`config.mk`:
```
export PLATFORM = sky130hd
export DESIGN_NAME = tbase_irq_timer
export DESIGN_NICKNAME = d
export VERILOG_FILES = /design/src/rtl/tbase_pkg.sv /design/src/rtl/tbase_divider.sv /design/src/rtl/tbase_edge_sel.sv /design/src/rtl/tbase_ctrl.sv /design/src/rtl/tbase_irq_timer.sv
export SDC_FILE = /design/constraint.sdc
export NUM_CORES = 1
export LEC_CHECK = 0
export BUFFER_PORTS_ARGS = -buffer_cell sky130_fd_sc_hd__buf_4
export CAP_MARGIN = 20
export CORE_MARGIN = 5
export CORE_UTILIZATION = 50
export DETAILED_ROUTE_END_ITERATION = 6
export GPL_TIMING_DRIVEN = 1
export PLACE_DENSITY = 0.7
export SYNTH_ARGS = -nofsm -noshare
export SYNTH_HDL_FRONTEND = slang
export SYNTH_SLANG_ARGS = --single-unit
```
`constraint.sdc`:
```
create_clock -name clk -period 1.9 [get_ports clk]
set_clock_uncertainty 0.2 [all_clocks]
set_input_delay 0.38 -clock clk [delete_from_list [all_inputs] [get_ports clk]]
set_output_delay 0.38 -clock clk [all_outputs]
set_load 0.05 [all_outputs]
```
`src/rtl/tbase_pkg.sv`:
```
package tbase_pkg;
    localparam int SEL_W     = 3;
    localparam int NUM_CODES = 1 << SEL_W;
    localparam int CTRL_W    = 8;
    localparam int EN_BIT    = 3;

    typedef enum logic {
        ST_OFF = 1'b0,
        ST_RUN = 1'b1
    } run_state_e;

    // Counter bit whose falling edge marks one period of fc / 2^exponent.
    function automatic int tap_bit(input int code, input bit alt);
        int e;
        unique case (code)
            0:       e = 23;
            1:       e = 21;
            2:       e = 16;
            3:       e = 14;
            4:       e = 13;
            5:       e = 12;
            6:       e = 11;
            default: e = 9;
        endcase
        return e - 1 + (alt ? 1 : 0);
    endfunction
endpackage

```
`src/rtl/tbase_divider.sv`:
```
module tbase_divider #(
    parameter int DIV_W = 24
) (
    input  logic             clk,
    input  logic             rst_n,
    output logic [DIV_W-1:0] count
);
    always_ff @(posedge clk or negedge rst_n) begin
        if (!rst_n) count <= '0;
        else        count <= count + 1'b1;
    end
endmodule

```
`src/rtl/tbase_edge_sel.sv`:
```
module tbase_edge_sel #(
    parameter int DIV_W = 24
) (
    input  logic                       clk,
    input  logic                       rst_n,
    input  logic [DIV_W-1:0]           count,
    input  logic                       alt_map,
    input  logic [tbase_pkg::SEL_W-1:0] sel,
    output logic                       fall
);
    import tbase_pkg::*;

    logic [NUM_CODES-1:0] taps;
    logic [NUM_CODES-1:0] taps_q;
    logic                 unused_count;

    assign unused_count = ^count;

    for (genvar i = 0; i < NUM_CODES; i++) begin : g_tap
        localparam int DEF_B = tap_bit(i, 1'b0);
        localparam int ALT_B = tap_bit(i, 1'b1);
        assign taps[i] = alt_map ? count[ALT_B] : count[DEF_B];
    end

    always_ff @(posedge clk or negedge rst_n) begin
        if (!rst_n) taps_q <= '0;
        else        taps_q <= taps;
    end

    assign fall = taps_q[sel] & ~taps[sel];
endmodule

```
`src/rtl/tbase_ctrl.sv`:
```
module tbase_ctrl (
    input  logic                        clk,
    input  logic                        rst_n,
    input  logic                        wr_en,
    input  logic [tbase_pkg::EN_BIT:0]  wr_low,
    output logic                        run,
    output logic [tbase_pkg::SEL_W-1:0] sel
);
    import tbase_pkg::*;

    run_state_e state_q, state_d;
    logic [SEL_W-1:0] sel_q;

    always_comb begin
        state_d = state_q;
        if (wr_en) begin
            unique case (state_q)
                ST_OFF: state_d = wr_low[EN_BIT] ? ST_RUN : ST_OFF;  // START / HOLD_OFF
                ST_RUN: state_d = wr_low[EN_BIT] ? ST_RUN : ST_OFF;  // KEEP / STOP
                default: state_d = ST_OFF;
            endcase
        end
    end

    always_ff @(posedge clk or negedge rst_n) begin
        if (!rst_n) state_q <= ST_OFF;
        else        state_q <= state_d;
    end

    always_ff @(posedge clk or negedge rst_n) begin
        if (!rst_n) begin
            sel_q <= '0;
        end else if (wr_en) begin
            unique case (state_q)
                ST_OFF:  sel_q <= wr_low[SEL_W-1:0];
                ST_RUN:  sel_q <= sel_q;
                default: sel_q <= '0;
            endcase
        end
    end

    assign run = (state_q == ST_RUN);
    assign sel = sel_q;
endmodule

```
`src/rtl/tbase_irq_timer.sv`:
```
module tbase_irq_timer #(
    parameter int DIV_W = 24
) (
    input  logic       clk,
    input  logic       rst_n,
    input  logic       alt_map,
    input  logic       wr_en,
    input  logic [7:0] wr_data,
    output logic [7:0] rd_data,
    output logic       irq
);
    import tbase_pkg::*;

    logic [DIV_W-1:0] count;
    logic [SEL_W-1:0] sel;
    logic             run;
    logic             fall;
    logic             irq_q;
    logic             unused_wr_hi;

    assign unused_wr_hi = ^wr_data[CTRL_W-1:EN_BIT+1];

    tbase_divider #(.DIV_W(DIV_W)) u_div (
        .clk   (clk),
        .rst_n (rst_n),
        .count (count)
    );

    tbase_edge_sel #(.DIV_W(DIV_W)) u_edge (
        .clk     (clk),
        .rst_n   (rst_n),
        .count   (count),
        .alt_map (alt_map),
        .sel     (sel),
        .fall    (fall)
    );

    tbase_ctrl u_ctrl (
        .clk    (clk),
        .rst_n  (rst_n),
        .wr_en  (wr_en),
        .wr_low (wr_data[EN_BIT:0]),
        .run    (run),
        .sel    (sel)
    );

    always_ff @(posedge clk or negedge rst_n) begin
        if (!rst_n) irq_q <= 1'b0;
        else        irq_q <= run & fall;
    end

    assign irq     = irq_q;
    assign rd_data = {{(CTRL_W-EN_BIT-1){1'b0}}, run, sel};
endmodule

```
==> results of run 1 <==
final cells by class:
class	instances	area [sq um]	area share, %
flip-flops and latches	37	926	49.6
multi-input cells	90	714	38.2
repair buffers	13	100	5.36
well taps	46	57.6	3.08
clock buffers	5	37.5	2.01
clock inverters	3	17.5	0.938
inverters	4	15.0	0.804
worst max-delay path: cells and delay by family, from the launching register on:
kind	cells	cell delay (ns)
AND/OR/NAND/NOR	3	0.66
flip-flops	1	0.40
adder cells (fa/ha/maj)	1	0.22
XOR/XNOR	1	0.15
what timing repair did:
item | CTS | global route
hold buffers | 1 | 0
endpoints found under the hold margin | 37 | 0
gates resized for setup | 0 | 0
sequential cells by signal, indices dropped and copies added, names as in the netlist:
signal / flops
u_edge.taps_q: 8
u_ctrl.run: 1
u_ctrl.sel: 3
u_div.count: 24
irq: 1
kinds of logic (layout without fill, tap and decap cells):
group                      after synthesis  after routing  share of synthesized area [%]
buffers and inverters                   11             25                           3.98
xor gates and xnor gates                22             22                           11.4
adders and majority gates                1              1                          0.737
muxes                                   12             12                           8.41
other                                    1              4                          0.221
AOI/OAI and AO/OA                        6              6                           3.47
and+or+nand+nor                         45             45                           17.3
DFF                                     37             37                           54.6
layout by cell type, fill, tap and decap left out:
| cell | n |
|---|---|
| o221ai_2 | 1 |
| ha_1 | 1 |
| mux2_4 | 2 |
| buf_4 | 12 |
| nand4_2 | 1 |
| xor2_1 | 6 |
| nor4_4 | 1 |
| and3_2 | 1 |
| clkbuf_4 | 5 |
| and3_1 | 1 |
| nand4_4 | 1 |
| mux2_2 | 10 |
| nor2b_1 | 1 |
| and4_4 | 1 |
| dlygate4sd3_1 | 1 |
| clkinv_2 | 2 |
| nor3_1 | 2 |
| and4_2 | 2 |
| o21ai_1 | 1 |
| nand3_1 | 4 |
| nor3b_1 | 1 |
| nand2_1 | 14 |
| nor2_1 | 3 |
| nand2b_1 | 2 |
| nand4_1 | 6 |
| o32ai_1 | 2 |
| inv_1 | 4 |
| and4_1 | 4 |
| xnor2_1 | 16 |
| o221ai_1 | 1 |
| clkinvlp_4 | 1 |
| conb_1 | 4 |
| a211oi_2 | 1 |
| dfrtp_1 | 37 |
worst max-delay path by stage:
stage / endpoint / slack [ns] / cells after the start
floorplan: irq$_DFF_PN0_ / 0.20 / 5
global placement: u_div.count[16]$_DFF_PN0_ / 0.19 / 5
detailed placement: u_div.count[16]$_DFF_PN0_ / 0.16 / 5
CTS: u_div.count[12]$_DFF_PN0_ / 0.14 / 5
global route: u_div.count[16]$_DFF_PN0_ / 0.03 / 5
finish: u_div.count[12]$_DFF_PN0_ / 0.16 / 5
per-layer routing:
metal | GRT usage, % | share of wire, % | vias to the layer above
met5 | 0 | 0 | -
met4 | 8.19 | 2.8 | 0
met3 | 3.94 | 5.7 | 7
met2 | 21.4 | 46 | 21
met1 | 16.5 | 45 | 490
li1 | - | - | 495
cells in the mapped netlist, types with 3 or more instances:
cell,count
nor2_1,3
buf_4,5
xnor2_1,16
nand4_1,6
xor2_1,6
mux2_2,10
nand2_1,14
nand3_1,4
and4_1,4
dfrtp_1,37
inv_1,4
power by group:
group / internal (W) / leakage, nW / switching (W)
Clock: 0.000139 / 0.0310 / 0.000258
Sequential: 0.000805 / 0.493 / 0.0000261
Combinational: 0.0000645 / 0.357 / 0.000126
Total: 0.00101 / 0.881 / 0.000410
through the flow:
step                std cells  power [W]  worst slack [ns]  hold WS [ns]
finish                    198    0.00142             0.157        0.0560
global placement          189    0.00104             0.189         0.155
CTS                       198    0.00144             0.143        0.0416
floorplan                 138   0.000983             0.201        -0.116
detailed placement        189    0.00104             0.160         0.165
global route              198    0.00149            0.0251        0.0555
==> results.sh, run 1 <==
export IMPL_chipHeight_um=68.3
export IMPL_reg2reg_from="u_div.count[0]$_DFF_PN0_"
export IMPL_r2r_end="u_div.count[12]$_DFF_PN0_"
export IMPL_antenna_found_initial=0
export IMPL_post_cts_buffers=0
export IMPL_slowest_delay_ns=0.40
export IMPL_yosys_warnings=0
export IMPL_fin_nets=164
export IMPL_path_clk_slew_ns=0.11
export IMPL_slew_viol_final=0
export IMPL_grt_setup_unrepaired="no"
export IMPL_critical_path_class="flop to flop"
export IMPL_ant_nets=0
export IMPL_syn_cell_area_sq_um=1700
export IMPL_netlist_top_cells_area="dfrtp_1 (55%), xnor2_1 (8.3%), mux2_2 (6.6%)"
export IMPL_dpl_hpwl_um=1870
export IMPL_power_leakage_nw=0.881
export IMPL_vias_per_cell=5.12
export IMPL_power_density_nw_per_um2=760
export IMPL_worstPathArrival_ns=1.77
export IMPL_grtUsageTotal_pct=13.6
export IMPL_final_util_pct=56.4
export IMPL_place_area_sq_um=1800
export IMPL_cp_max_fo=4
export IMPL_core_sq_um=3310
export IMPL_syn_inst=135
export IMPL_hp_class="primary input to flop"
export IMPL_setup_viol=0
export IMPL_post_drt_wl_per_cell_um=12.9
export IMPL_drt_iter0_drc=19
export IMPL_max_freq_mhz=574
export IMPL_synth_top_area_share_pct=54.6
export IMPL_ios=21
export IMPL_cts_made_buffers=5
export IMPL_stdcell_area_sq_um=1870
export IMPL_gp_congestion=0.759
export IMPL_max_cap_violations=0
export IMPL_initial_core_util_pct=51.2
export IMPL_clk_path_buf_depth=2
export IMPL_ys_ff_latch=37
export IMPL_dieArea_sq_um=4660
export IMPL_cp_slowest_cell="dfrtp_1"
export IMPL_grt_pass1_wl_um=4550
export IMPL_firstDrtPassIters=4
export IMPL_whs_path_depth=2
export IMPL_gr_total_overflow=0
export IMPL_grt_max_degree=38
export IMPL_die_w_um=68.3
export IMPL_drive_gt1_share_pct=27.0
export IMPL_syn_avg_cell_area_sq_um=12.6
export IMPL_ys_types=32
export IMPL_grt_pass1_vias=1008
export IMPL_cts_tree="built"
export IMPL_outcome="finished clean"
export IMPL_drc=0
export IMPL_rows=21
export IMPL_ctsRootBufferMaster="clkbuf_4"
export IMPL_htree_levels=2
export IMPL_cp_cell_sequence="ha_1, and4_1, and3_1, nand3_1, xnor2_1"
export IMPL_min_to="u_ctrl.sel[2]$_DFFE_PN0P_"
export IMPL_cts_num_sinks=37
export IMPL_async_flop_share_pct=100
export IMPL_reg2reg_setup_slack_ns=0.16
export IMPL_clkLatencyLatePin_ns=0.35
export IMPL_reg2regPathDepth=5
export IMPL_yosysTopAreaCell="dfrtp_1"
export IMPL_startpoint="u_div.count[0]$_DFF_PN0_"
export IMPL_port_buffers=12
export IMPL_synth_edff_count=0
export IMPL_setup_tns_ns=0
export IMPL_synth_flop_cell="dfrtp_1"
export IMPL_wl_um=2560
export IMPL_end_kind="flop"
export IMPL_start_kind="flop"
export IMPL_cp_required_ns=1.93
export IMPL_fin_crit_sh_pct=91.7
export IMPL_area_growth_pct=10.1
export IMPL_peakVddDrop_v=0.000355
export IMPL_fill_cells=297
export IMPL_yosysSeqAreaShare_pct=54.6
export IMPL_hold_viol=0
export IMPL_diodes=0
export IMPL_vias=1013
export IMPL_hold_start="wr_data[2]"
export IMPL_finalCriticalPeriod_ns=1.74
No activity file was read; power rests on OpenSTA's default activity.
==> run 2, diff against run 1 <==
--- a/config.mk
+++ b/config.mk
@@ -8,10 +8,10 @@
 export BUFFER_PORTS_ARGS = -buffer_cell sky130_fd_sc_hd__buf_4
 export CAP_MARGIN = 20
 export CORE_MARGIN = 5
-export CORE_UTILIZATION = 50
+export CORE_UTILIZATION = 35
 export DETAILED_ROUTE_END_ITERATION = 6
 export GPL_TIMING_DRIVEN = 1
-export PLACE_DENSITY = 0.7
+export MAX_ROUTING_LAYER = met4
 export SYNTH_ARGS = -nofsm -noshare
 export SYNTH_HDL_FRONTEND = slang
 export SYNTH_SLANG_ARGS = --single-unit
==> results.sh, run 2 (synthesis gave the netlist of run 1 again) <==
export IMPL_hold_start="wr_data[2]"
export IMPL_fin_nets=164
export IMPL_cp_max_fo=4
export IMPL_final_util_pct=41.4
export IMPL_final_common_cell="dfrtp_1"
export IMPL_p_int_w=0.00130
export IMPL_start_kind="flop"
export IMPL_p_clk_share_pct=40.4
export IMPL_gp_congestion=0.775
export IMPL_hold_viol=0
export IMPL_fill_cells=454
export IMPL_setup_viol=0
export IMPL_dpl_hpwl_um=1960
export IMPL_final_cells=219
export IMPL_core_sq_um=4720
export IMPL_largest_register_ffs=24
export IMPL_fin_crit_sh_pct=94.0
export IMPL_drt_iter0_drc=19
export IMPL_finalCriticalPeriod_ns=1.79
export IMPL_antenna_found_initial=0
export IMPL_drc=0
export IMPL_vias_per_cell=4.60
export IMPL_port_buffers=12
export IMPL_post_cts_resized=0
export IMPL_die_w_um=79.6
export IMPL_register_area_sq_um=926
export IMPL_whs_path_depth=2
export IMPL_ios=21
export IMPL_reg2reg_setup_slack_ns=0.11
export IMPL_grt_pass1_wl_um=4880
export IMPL_critical_path_class="flop to flop"
export IMPL_cp_required_ns=1.87
export IMPL_ant_nets=0
export IMPL_gr_total_overflow=0
export IMPL_reg2regPathDepth=5
export IMPL_p_seq_share_pct=48.5
export IMPL_vias=1007
export IMPL_initial_core_util_pct=35.9
export IMPL_layout_common_cells="dfrtp_1 (37), xnor2_1 (16), nand2_1 (14), buf_4 (12), mux2_2 (10)"
export IMPL_power_density_nw_per_um2=878
export IMPL_r2r_end="u_div.count[16]$_DFF_PN0_"
export IMPL_max_freq_mhz=560
export IMPL_top_register="u_div.count"
export IMPL_grt_max_degree=38
export IMPL_post_drt_wl_per_cell_um=12.5
export IMPL_wl_um=2740
export IMPL_slew_viol_final=0
export IMPL_grtUsageTotal_pct=10.4
export IMPL_dp_cells=210
export IMPL_firstDrtPassIters=4
export IMPL_min_to="u_ctrl.sel[2]$_DFFE_PN0P_"
export IMPL_cts_tree="built"
export IMPL_dieArea_sq_um=6340
export IMPL_sw_frac_of_total_pct=24.4
export IMPL_chipHeight_um=79.6
export IMPL_area_growth_pct=15.3
export IMPL_cts_made_buffers=5
export IMPL_path_clk_slew_ns=0.07
export IMPL_power_leakage_nw=0.908
export IMPL_cts_num_sinks=37
export IMPL_combPwrFrac_pct=11.1
export IMPL_htree_levels=2
export IMPL_drive_gt1_share_pct=26.3
export IMPL_clkLatencyLatePin_ns=0.29
export IMPL_rows=25
export IMPL_grt_pass1_vias=1076
export IMPL_max_cap_violations=0
export IMPL_setup_tns_ns=0
export IMPL_end_kind="flop"
export IMPL_worstPathArrival_ns=1.76
export IMPL_clk_path_buf_depth=2
export IMPL_peakVddDrop_v=0.000771
export IMPL_p_switching_w=0.000419
export IMPL_ctsRootBufferMaster="clkbuf_8"
export IMPL_reg2reg_from="u_div.count[0]$_DFF_PN0_"
export IMPL_hp_class="primary input to flop"
export IMPL_hold_ws_ns=0.119
export IMPL_outcome="finished clean"
export IMPL_multi_input_area_sq_um=714
export IMPL_diodes=0
export IMPL_grt_setup_unrepaired="no"
==> run 2: cell type report <==
class                      instances  share of cell area [%]
tap                               67                    4.29
sequential                        37                    47.3
clock inverter                     1                    1.54
inverter                           4                   0.768
clock buffer                       7                    4.41
multi-input combinational         90                    36.5
timing repair buffer              13                    5.12
==> run 2: power groups by stage <==
stage               sequential, W  clock [W]  combinational (W)
floorplan                0.000895          0          0.0000887
global placement         0.000847          0           0.000189
detailed placement       0.000849          0           0.000191
CTS                      0.000833   0.000713           0.000193
global route             0.000836   0.000750           0.000203
finish                   0.000833   0.000694           0.000190
==> run 2: worst max-delay path by stage <==
stage / startpoint / end / cells after the start
4_1_cts: u_div.count[0]$_DFF_PN0_ / u_div.count[16]$_DFF_PN0_ / 5
3_5_place_dp: u_div.count[0]$_DFF_PN0_ / u_div.count[16]$_DFF_PN0_ / 5
5_1_grt: u_div.count[0]$_DFF_PN0_ / u_div.count[22]$_DFF_PN0_ / 5
2_1_floorplan: u_ctrl.sel[0]$_DFFE_PN0P_ / irq$_DFF_PN0_ / 5
6_report: u_div.count[0]$_DFF_PN0_ / u_div.count[16]$_DFF_PN0_ / 5
3_3_place_gp: u_div.count[0]$_DFF_PN0_ / u_div.count[16]$_DFF_PN0_ / 5
==> run 2: repair_timing <==
action                                 4_1_cts  5_1_grt
endpoints found under the hold margin       37        0
hold buffers                                 1        0
setup buffers                                0        0
==> run 2: metrics by stage <==
stage | area, sq um | worst slack (ns) | total power, W
floorplan | 1710 | 0.201 | 0.000983
global placement | 1830 | 0.185 | 0.00104
detailed placement | 1830 | 0.106 | 0.00104
CTS | 1960 | 0.0920 | 0.00174
global route | 1960 | 0.0292 | 0.00179
finish | 1960 | 0.113 | 0.00172
==> run 2: metal layers <==
layer / up-vias / track usage [%] / part of all wire (%)
met5: - / - / 0
met4: 0 / 6.87 / 3.1
met3: 9 / 3.72 / 5.5
li1: 497 / - / -
met2: 22 / 14.8 / 43
met1: 479 / 12.5 / 48
==> run 2: worst max-delay path, cell delays in order, from the launching register on <==
cell,delay [ns]
dfrtp_1,0.39
ha_1,0.21
and4_1,0.29
and3_1,0.27
nand4_1,0.16
xnor2_1,0.16
==> run 3, diff against run 2 <==
--- a/config.mk
+++ b/config.mk
@@ -14,4 +14,5 @@
 export MAX_ROUTING_LAYER = met4
 export SYNTH_ARGS = -nofsm -noshare
 export SYNTH_HDL_FRONTEND = slang
+export SYNTH_HIERARCHICAL = 1
 export SYNTH_SLANG_ARGS = --single-unit
==> results.sh, run 3 <==
export IMPL_syn_inst=132
export IMPL_antenna_found_initial=0
export IMPL_layout_common_cells="dfrtp_1 (37), xnor2_1 (18), buf_4 (17), nand2_1 (11), nand3_1 (10)"
export IMPL_dieArea_sq_um=6250
export IMPL_post_cts_resized=0
export IMPL_outcome="finished clean"
export IMPL_yosys_top_cells_count="dfrtp_1 (37), xnor2_1 (18), nand2_1 (11)"
export IMPL_yosys_warnings=6
export IMPL_ios=21
export IMPL_cp_max_fo=2
export IMPL_path_clk_slew_ns=0.08
export IMPL_gp_congestion=0.736
export IMPL_diodes=0
export IMPL_syn_avg_cell_area_sq_um=12.6
export IMPL_final_common_cell="dfrtp_1"
export IMPL_syn_cell_area_sq_um=1670
export IMPL_core_sq_um=4660
export IMPL_drc=0
export IMPL_hold_viol=0
export IMPL_ys_ff_latch=37
export IMPL_clk_path_buf_depth=2
export IMPL_postCtsHoldBufs=1
export IMPL_max_freq_mhz=553
export IMPL_chipHeight_um=79.1
export IMPL_peakVddDrop_v=0.000456
export IMPL_gr_total_overflow=0
export IMPL_wl_met3_um=166
export IMPL_hold_ws_ns=0.117
export IMPL_grt_max_degree=38
export IMPL_dpl_hpwl_um=2130
export IMPL_yosysSeqAreaShare_pct=55.5
export IMPL_synth_edff_count=0
export IMPL_wl_um=2960
export IMPL_cts_num_sinks=37
export IMPL_relSlewSlack_pct=65.0
export IMPL_grt_setup_unrepaired="no"
export IMPL_async_flop_share_pct=100
export IMPL_critical_path_class="flop to flop"
export IMPL_start_kind="flop"
export IMPL_max_cap_violations=0
export IMPL_synth_flop_cell="dfrtp_1"
export IMPL_worst_pin_slew_ns=0.522
export IMPL_drive_gt1_share_pct=28.4
export IMPL_yosys_area_share_simple_pct=16.6
export IMPL_die_w_um=79.1
export IMPL_ctsRootBufferMaster="clkbuf_8"
export IMPL_yosys_area_share_adder_pct=0.750
export IMPL_drt_iter0_drc=37
export IMPL_grt_pass1_vias=1112
export IMPL_power_leakage_nw=0.917
export IMPL_synth_top_area_share_pct=55.5
export IMPL_synth_top_family_by_area="simple AND/OR/NAND/NOR gates"
export IMPL_cts_tree="built"
export IMPL_yosysMostFrequentCell="dfrtp_1"
export IMPL_vias=1030
export IMPL_cts_made_buffers=5
export IMPL_slew_viol_final=0
export IMPL_clkLatencyLatePin_ns=0.29
export IMPL_worstPathArrival_ns=1.83
export IMPL_hp_class="primary input to flop"
export IMPL_grt_pass1_wl_um=5330
export IMPL_largest_register_ffs=24
export IMPL_finalCriticalPeriod_ns=1.81
export IMPL_power_density_nw_per_um2=882
export IMPL_yosys_area_share_xor_xnor_pct=11.5
export IMPL_fin_crit_sh_pct=95.1
export IMPL_end_kind="flop"
export IMPL_area_growth_pct=17.2
export IMPL_wl_met2_um=1410
export IMPL_htree_levels=2
export IMPL_grtUsageTotal_pct=11.5
export IMPL_cp_required_ns=1.93
export IMPL_synth_compound_area_share_pct=2.55
export IMPL_initial_core_util_pct=35.8
export IMPL_wl_met1_um=1320
export IMPL_reg2reg_setup_slack_ns=0.09
export IMPL_fin_nets=167
export IMPL_post_drt_wl_per_cell_um=14.2
export IMPL_synthMuxAreaShare_pct=9.22
export IMPL_top_register="u_div/count"
export IMPL_netlist_top_cells_area="dfrtp_1 (55%), xnor2_1 (9.4%), mux2_2 (4.7%)"
export IMPL_vias_per_cell=4.93
export IMPL_yosysTopAreaCell="dfrtp_1"
export IMPL_ant_nets=0
export IMPL_firstDrtPassIters=2
export IMPL_top_layer_used="met4"
export IMPL_setup_tns_ns=0
export IMPL_port_buffers=12
export IMPL_setup_viol=0
export IMPL_ys_types=27
export IMPL_post_cts_buffers=0
export IMPL_rows=25
## run 3: cell types whose count changed after synthesis, moves of 3 or more
cell and change:
mux2_2 -3, nand2_1 -3, mux2_4 +3, and3_1 +3, nand3_1 +6
## run 3: worst max-delay path: stages (launching register included)
cell and delay (ns):
dfrtp_1 0.39, mux2_4 0.28, or3b_2 0.47, o2111ai_1 0.10
and3b_1 0.18, and2_1 0.12
## run 3: logic make-up after synthesis
kind of cell | count (synthesis)
AOI/OAI and AO/OA | 5
xor gates and xnor gates | 22
adders and majority gates | 1
buffers and inverters | 9
DFF | 37
muxes | 12
other | 1
and+or+nand+nor | 45
## run 3: report_power, final
group	leakage (nW)	internal (W)	switching [W]	total [W]
Sequential	0.493	0.000805	0.0000275	0.000832
Combinational	0.367	0.0000682	0.000122	0.000191
Clock	0.0574	0.000427	0.000277	0.000704
## run 3: stage by stage
step	instances	area, sq um	util (%)	power [W]	worst slack [ns]
4_1_cts	209	1960	42.0	0.00175	0.0797
5_1_grt	209	1960	42.0	0.00180	0.0228
2_1_floorplan	135	1680	-	0.000979	0.0443
3_5_place_dp	200	1830	39.2	0.00104	-0.105
3_3_place_gp	200	1830	39.2	0.00104	-0.0606
6_report	209	1960	42.0	0.00173	0.0924
## run 3: layout make-up
cell class              count  area (sq um)
flip-flops and latches     37           926
well taps                  54          67.6
repair buffers             18           138
clock buffers               6          82.6
multi-input cells          89           694
fillers                   436          2700
clock inverters             2          37.5
inverters                   3          11.3
## run 3: per-layer routing
layer,up-vias,track usage (%)
met5,-,-
met4,0,5.67
met3,9,3.51
met2,22,17.8
met1,500,13.6
li1,499,-
## run 3: final timing paths
path                                           startpoint                         end  cells after the start
worst min register to register  u_div/count[23]$_DFF_PN0_   u_div/count[23]$_DFF_PN0_                      1
max in group asynchronous                           rst_n  u_edge/taps_q[0]$_DFF_PN0_                      2
worst max register to register  u_div/count[10]$_DFF_PN0_               irq$_DFF_PN0_                      5
min in group asynchronous                           rst_n   u_ctrl/sel[0]$_DFFE_PN0P_                      2
worst max-delay path            u_div/count[10]$_DFF_PN0_               irq$_DFF_PN0_                      5
worst min-delay path                           wr_data[0]   u_ctrl/sel[0]$_DFFE_PN0P_                      2
